$ cat src/rtl/sp_pad_pkg.sv
package sp_pad_pkg;
    localparam int WORD_W = 32;
    localparam int RATE_W = 576;

    typedef enum logic [1:0] {
        ST_IDLE,
        ST_FILL,
        ST_PAD,
        ST_OFFER
    } pad_state_t;
endpackage

$ cat src/rtl/sp_word_form.sv
// Builds the word shifted into the rate buffer: kept message bytes,
// an optional domain byte just past them, an optional closing bit.
module sp_word_form #(
    parameter int WORD_W = sp_pad_pkg::WORD_W,
    localparam int NB    = WORD_W / 8,
    localparam int KW    = $clog2(NB + 1)
) (
    input  logic [WORD_W-1:0] src,
    input  logic [KW-1:0]     keep,
    input  logic              put_dom,
    input  logic              put_end,
    output logic [WORD_W-1:0] word
);
    for (genvar i = 0; i < NB; i++) begin : g_byte
        logic [7:0] b_msg, b_dom, b_end;
        assign b_msg = (KW'(i) < keep) ? src[8*i +: 8] : 8'h00;
        assign b_dom = (put_dom && KW'(i) == keep) ? 8'h06 : 8'h00;
        assign b_end = (put_end && i == NB - 1) ? 8'h80 : 8'h00;
        assign word[8*i +: 8] = b_msg | b_dom | b_end;
    end
endmodule

$ cat src/rtl/sp_rate_shreg.sv
// Wide shift buffer: new word enters at the low end; the output reverses
// word order so that the first word lands at the lowest bits of the block.
module sp_rate_shreg #(
    parameter int WORD_W = sp_pad_pkg::WORD_W,
    parameter int RATE_W = sp_pad_pkg::RATE_W,
    localparam int NW    = RATE_W / WORD_W
) (
    input  logic              clk,
    input  logic              rst_n,
    input  logic              shift_en,
    input  logic [WORD_W-1:0] word,
    output logic [RATE_W-1:0] blk
);
    logic [RATE_W-1:0] sr_q;

    always_ff @(posedge clk or negedge rst_n) begin
        if (!rst_n)        sr_q <= '0;
        else if (shift_en) sr_q <= {sr_q[RATE_W-WORD_W-1:0], word};
    end

    for (genvar j = 0; j < NW; j++) begin : g_remap
        assign blk[WORD_W*j +: WORD_W] = sr_q[WORD_W*(NW-1-j) +: WORD_W];
    end
endmodule

$ cat src/rtl/sp_rate_padder.sv
module sp_rate_padder #(
    parameter int WORD_W = sp_pad_pkg::WORD_W,
    parameter int RATE_W = sp_pad_pkg::RATE_W
) (
    input  logic              clk,
    input  logic              rst_n,
    input  logic [WORD_W-1:0] word_data,
    input  logic              word_rdy,
    input  logic [1:0]        word_cnt,
    input  logic              blk_ack,
    output logic [RATE_W-1:0] blk_data,
    output logic              blk_valid,
    output logic              blk_last,
    output logic              in_ready
);
    import sp_pad_pkg::*;

    localparam int NW   = RATE_W / WORD_W;
    localparam int IW   = $clog2(NW);
    localparam int NB   = WORD_W / 8;
    localparam int KW   = $clog2(NB + 1);
    localparam logic [IW-1:0] LAST_IDX = IW'(NW - 1);

    pad_state_t st_q, st_d;
    logic [IW-1:0] widx_q;
    logic          dom_pend_q;
    logic          last_q;

    logic          accept, partial, shift_en, at_end;
    logic [KW-1:0] keep;
    logic          put_dom, put_end;
    logic [WORD_W-1:0] ins_word;

    assign at_end  = (widx_q == LAST_IDX);
    assign partial = (word_cnt != 2'd0);

    // output process
    always_comb begin
        in_ready  = 1'b0;
        blk_valid = 1'b0;
        blk_last  = 1'b0;
        unique case (st_q)
            ST_IDLE, ST_FILL: in_ready = 1'b1;
            ST_PAD:           ;
            ST_OFFER: begin
                blk_valid = 1'b1;
                blk_last  = last_q;
            end
        endcase
    end

    assign accept   = in_ready && word_rdy;
    assign shift_en = accept || (st_q == ST_PAD);

    always_comb begin
        if (st_q == ST_PAD) begin
            keep    = '0;
            put_dom = dom_pend_q;
            put_end = at_end;
        end else begin
            keep    = partial ? KW'(word_cnt) : KW'(NB);
            put_dom = partial;
            put_end = partial && at_end;
        end
    end

    sp_word_form #(.WORD_W(WORD_W)) u_form (
        .src     (word_data),
        .keep    (keep),
        .put_dom (put_dom),
        .put_end (put_end),
        .word    (ins_word)
    );

    sp_rate_shreg #(.WORD_W(WORD_W), .RATE_W(RATE_W)) u_buf (
        .clk      (clk),
        .rst_n    (rst_n),
        .shift_en (shift_en),
        .word     (ins_word),
        .blk      (blk_data)
    );

    // next-state logic
    always_comb begin
        st_d = st_q;
        unique case (st_q)
            ST_IDLE, ST_FILL: begin
                if (accept) begin
                    if (at_end)       st_d = ST_OFFER;
                    else if (partial) st_d = ST_PAD;
                    else              st_d = ST_FILL;
                end else if (st_q == ST_FILL) begin
                    st_d = ST_PAD;
                end
            end
            ST_PAD:   if (at_end)  st_d = ST_OFFER;
            ST_OFFER: if (blk_ack) st_d = last_q ? ST_IDLE : ST_FILL;
        endcase
    end

    // state register and its companions
    always_ff @(posedge clk or negedge rst_n) begin
        if (!rst_n) begin
            st_q       <= ST_IDLE;
            widx_q     <= '0;
            dom_pend_q <= 1'b0;
            last_q     <= 1'b0;
        end else begin
            st_q <= st_d;
            if (shift_en) widx_q <= at_end ? '0 : widx_q + 1'b1;
            if (st_q == ST_FILL && !word_rdy) dom_pend_q <= 1'b1;
            else if (shift_en)                dom_pend_q <= 1'b0;
            if (shift_en && at_end)
                last_q <= (st_q == ST_PAD) || partial;
        end
    end

    // a presented block is frozen until taken
    a_r4_hold: assert property (@(posedge clk) disable iff (!rst_n)
        blk_valid && !blk_ack |=> blk_valid && $stable(blk_data) && $stable(blk_last));
    // acknowledge releases the block
    a_r4_release: assert property (@(posedge clk) disable iff (!rst_n)
        blk_valid && blk_ack |=> !blk_valid);
    // every final block closes with the top pad bit
    a_r5_close_bit: assert property (@(posedge clk) disable iff (!rst_n)
        blk_valid && blk_last |-> blk_data[RATE_W-1]);
    // no word is taken while a block waits
    a_r3_no_take: assert property (@(posedge clk) disable iff (!rst_n)
        blk_valid |-> !in_ready);
    // idle with no strobe creates no block
    a_r10_idle_quiet: assert property (@(posedge clk) disable iff (!rst_n)
        st_q == ST_IDLE && !word_rdy |=> !blk_valid && in_ready);
endmodule

$ cat config.mk
export PLATFORM = sky130hd
export DESIGN_NAME = sp_rate_padder
export DESIGN_NICKNAME = d
export VERILOG_FILES = /design/src/rtl/sp_pad_pkg.sv /design/src/rtl/sp_word_form.sv /design/src/rtl/sp_rate_shreg.sv /design/src/rtl/sp_rate_padder.sv
export SDC_FILE = /design/constraint.sdc
export NUM_CORES = 1
export LEC_CHECK = 0
export ABC_AREA = 1
export BUFFER_PORTS_ARGS = -buffer_cell sky130_fd_sc_hd__buf_2
export CAP_MARGIN = 10
export CORE_AREA = 8 8 236 238
export CTS_CLUSTER_SIZE = 14
export DETAILED_ROUTE_END_ITERATION = 8
export DIE_AREA = 0 0 244 246
export HOLD_SLACK_MARGIN = 0.08
export PLACE_DENSITY = 0.79
export SYNTH_ARGS = -nofsm -noshare
export SYNTH_HDL_FRONTEND = slang
export SYNTH_SLANG_ARGS = --single-unit
$ cat constraint.sdc
create_clock -name clk -period 1.73 [get_ports clk]
set_input_delay 0.173 -clock clk [delete_from_list [all_inputs] [get_ports clk]]
set_output_delay 0.173 -clock clk [all_outputs]
set_load 0.02 [all_outputs]
==> results by group <==
Detailed routing
  • Drt wl/cell: 19.4 µm
  • Drt initial violations: approximately 1600
  • Post-Route WL: around 75000 µm
  • Vias: 19445
  • Post-DRT Antenna Nets: 0
  • Via density: ~5
  • Remaining DRCs: 0
  • Drt pass-1 iters: 5

Clocking
  • CTS buffer count: 59
  • Clock buffer depth: 3
  • Clk_lat worst skew: roughly 0.6 ns
  • Clock tree from TritonCTS: built
  • Reg clk slew, reported paths: roughly 0.060 ns
  • H-tree levels: 2
  • Clk root buf: clkbuf_16
  • Clock sinks: ~590

Critical path
  • Crit Path Max Fanout: 4
  • Data required, critical path: ~1.6 ns
  • CP arrival: roughly 1.5 ns
  • Kind of critical path: register to output port
  • Setup crit end kind: output port
  • Setup crit start kind: register

Pwr
  • Internal power: between 30 and 40 mW
  • Net Sw Power: between 20 and 30 mW
  • Switching share of power: 44.3%
  • Clock Power Share: ~22%
  • Sequential power share: between 30% and 40%
  • Comb power frac: 39.4%
  • Pleak: 17.4 nW
  • Power density cells: about 2000 nW/µm²
  • Peak VDD IR: around 1300 µV

Timing
  • Final hold vios: 0
  • Setup TNS: 0 ns
  • Final min period: about 1.7 ns
  • Max Freq: 599 MHz
  • Worst Skew: between 0.015 and 0.02 ns
  • Pin slew with the least headroom to its limit: 0.515 ns
  • RSZ-0062 raised after global routing: true
  • Period utilisation layout: between 90% and 100%
  • Relative slew slack: around 66%
  • Final Max Tran Viols: 0
  • Final Setup Violations: 0

Final layout
  • Fin cells: 3872
  • Area delta synth->final: 29.2%
  • Post-route cell area: around 29000 µm²
  • Util after Layout: roughly 55%
  • Nets@finish: 3179
  • Layout cells sized above 1: 25.3%

Synth
  • Cells after Synth: 2462
  • Ys async rst share: 100%
  • Post-synthesis sequential area ratio: 65.7%
  • Synth Cell Area: approximately 22000 µm²
  • Synth Flop Type: dfrtp_1
  • Distinct cells, synth: 24
  • Syn Nets: approximately 2500
  • Mean post-synth cell area: about 9 µm²
  • Post-synthesis register bit count: just under 600
  • Area leader, netlist: dfrtp_1
  • EDFF count, synth: 0
  • Synth top area share: 65.7%
  • Ranking of synthesized cells by area: dfrtp_1, nand2_1, o21ai_0
  • Most frequent cell after synthesis: nand2_1
  • Yosys warnings: 0
  • Most frequent cells after synthesis: nand2_1, dfrtp_1, o21ai_0

Global routing
  • GRT Residual Overflow: 0
  • Largest net degree at the start of global routing: 95
  • Vias in the first global route: approximately 19000
  • First-pass GRT wire length: 115000 µm
  • Initial antenna violation count: 1
  • Gr usage total: between 20% and 30%

Place
  • HPWL after detailed placement: 55800 µm
  • Final GP Congestion: approximately 0.9
  • IO buf count: 616
  • Placed Area: 26400 µm²
  • Placed insts: between 3000 and 4000

Outcome
  • Outcome: completed

Worst hold path
  • Hold WC Path Type: primary input to async pin

Die
  • Die Footprint: between 60000 and 70000 µm²
  • Starting Density: 42.8%
  • I/O pins: between 600 and 700
  • Die Y: around 250 µm
  • Die X: around 240 µm
  • Core Box Area: around 52000 µm²
  • Row count: between 80 and 90

Run
  • Maxcap violations: 0
## placed cells by master (no fill, tap or decap), types with 3 or more instances in the layout
cell / netlist / routed
nand2_1: 1520 / 1520
clkbuf_16: 0 / 60
dlygate4sd3_1: 0 / 37
clkinv_2: 0 / 4
buf_12: 0 / 28
inv_1: 67 / 67
buf_2: 80 / 615
inv_6: 0 / 3
nand4_1: 3 / 3
dfrtp_1: 585 / 584
o21ai_1: 12 / 12
clkinvlp_4: 0 / 4
clkbuf_1: 7 / 15
nand3_1: 17 / 17
clkbuf_8: 0 / 16
o21ai_0: 102 / 102
buf_4: 9 / 58
nor2_1: 11 / 11
## power by group through the flow
stage	Combinational (mW)	Clock [mW]	Sequential [mW]
after detailed placement	22.5	0	22.3
after global placement	22.1	0	22.3
final	22.7	12.7	22.2
after floorplan	9.28	0	25.7
after CTS	22.7	12.8	22.2
after global routing	24.6	13.4	22.6
## per-stage QoR
step | worst slack [ns] | hold slack (ns) | power [mW]
final | 0.0599 | 0.221 | 57.5
after global placement | 0.159 | 0.0656 | 44.4
after floorplan | 0.408 | -0.123 | 35.0
after detailed placement | 0.0732 | 0.0656 | 44.8
after CTS | 0.000704 | 0.175 | 57.7
after global routing | -0.00920 | 0.221 | 60.6
## routing by layer
metal  GRT usage (%)  vias up  routed length (µm)
li1                -     8847                   -
met1            30.3     9393               29000
met2            39.7     1006               35500
met3            6.32      199                6950
met4            11.6        0                3680
met5               0        -                   0
## sequential cells by signal (all words and copies together) (netlist names)
signal,count
dom_pend_q,1
last_q,1
st_q,2
u_buf.sr_q,576
widx_q,5
## logic make-up after synthesis
family                     after synthesis  synth area share [%]
AOI/OAI and AO/OA                      120                  2.74
muxes                                    1                0.0449
xor gates and xnor gates                 2                0.0786
buffers and inverters                  196                  4.96
and+or+nand+nor                       1556                  26.4
adders and majority gates                2                 0.112
DFF                                    585                  65.7
## worst max-delay path, cell delays in order (launching register included)
cell	delay (ns)
dfrtp_1	0.41
nand2_2	0.12
inv_1	0.06
nand2_1	0.10
inv_1	0.06
buf_2	0.15
## final timing paths
check                      slack, ns               to            start  cells past startpoint
min                             0.22  u_buf.sr_q[176]            rst_n                      3
min reg2reg                     0.48  u_buf.sr_q[563]  u_buf.sr_q[563]                      2
max                             0.06         blk_last          st_q[0]                      5
min in group clk                0.32   u_buf.sr_q[12]    word_data[12]                      4
max in group asynchronous       0.95           last_q            rst_n                      4
max reg2reg                     0.09  u_buf.sr_q[494]          st_q[1]                      6
## repair_timing
item | 4_1_cts | 5_1_grt
hold buffers | 38 | 0
pin swaps | 0 | 2
setup endpoints to repair | 2 | 7
endpoints found under the hold margin | 604 | 0
buffers inserted | 2 | 0
gates resized for setup | 1 | 4
## cell type report
cell class | count | area [µm²]
Antenna cell | 1 | 2.50
Clock buffer | 91 | 1780
Clock inverter | 14 | 153
Fill cell | 4431 | 23200
Inverter | 69 | 262
Multi-Input combinational cell | 1681 | 6570
Sequential cell | 585 | 14600
Tap cell | 688 | 861
Timing Repair Buffer | 743 | 4540
Power figures use the tool's default switching activity.
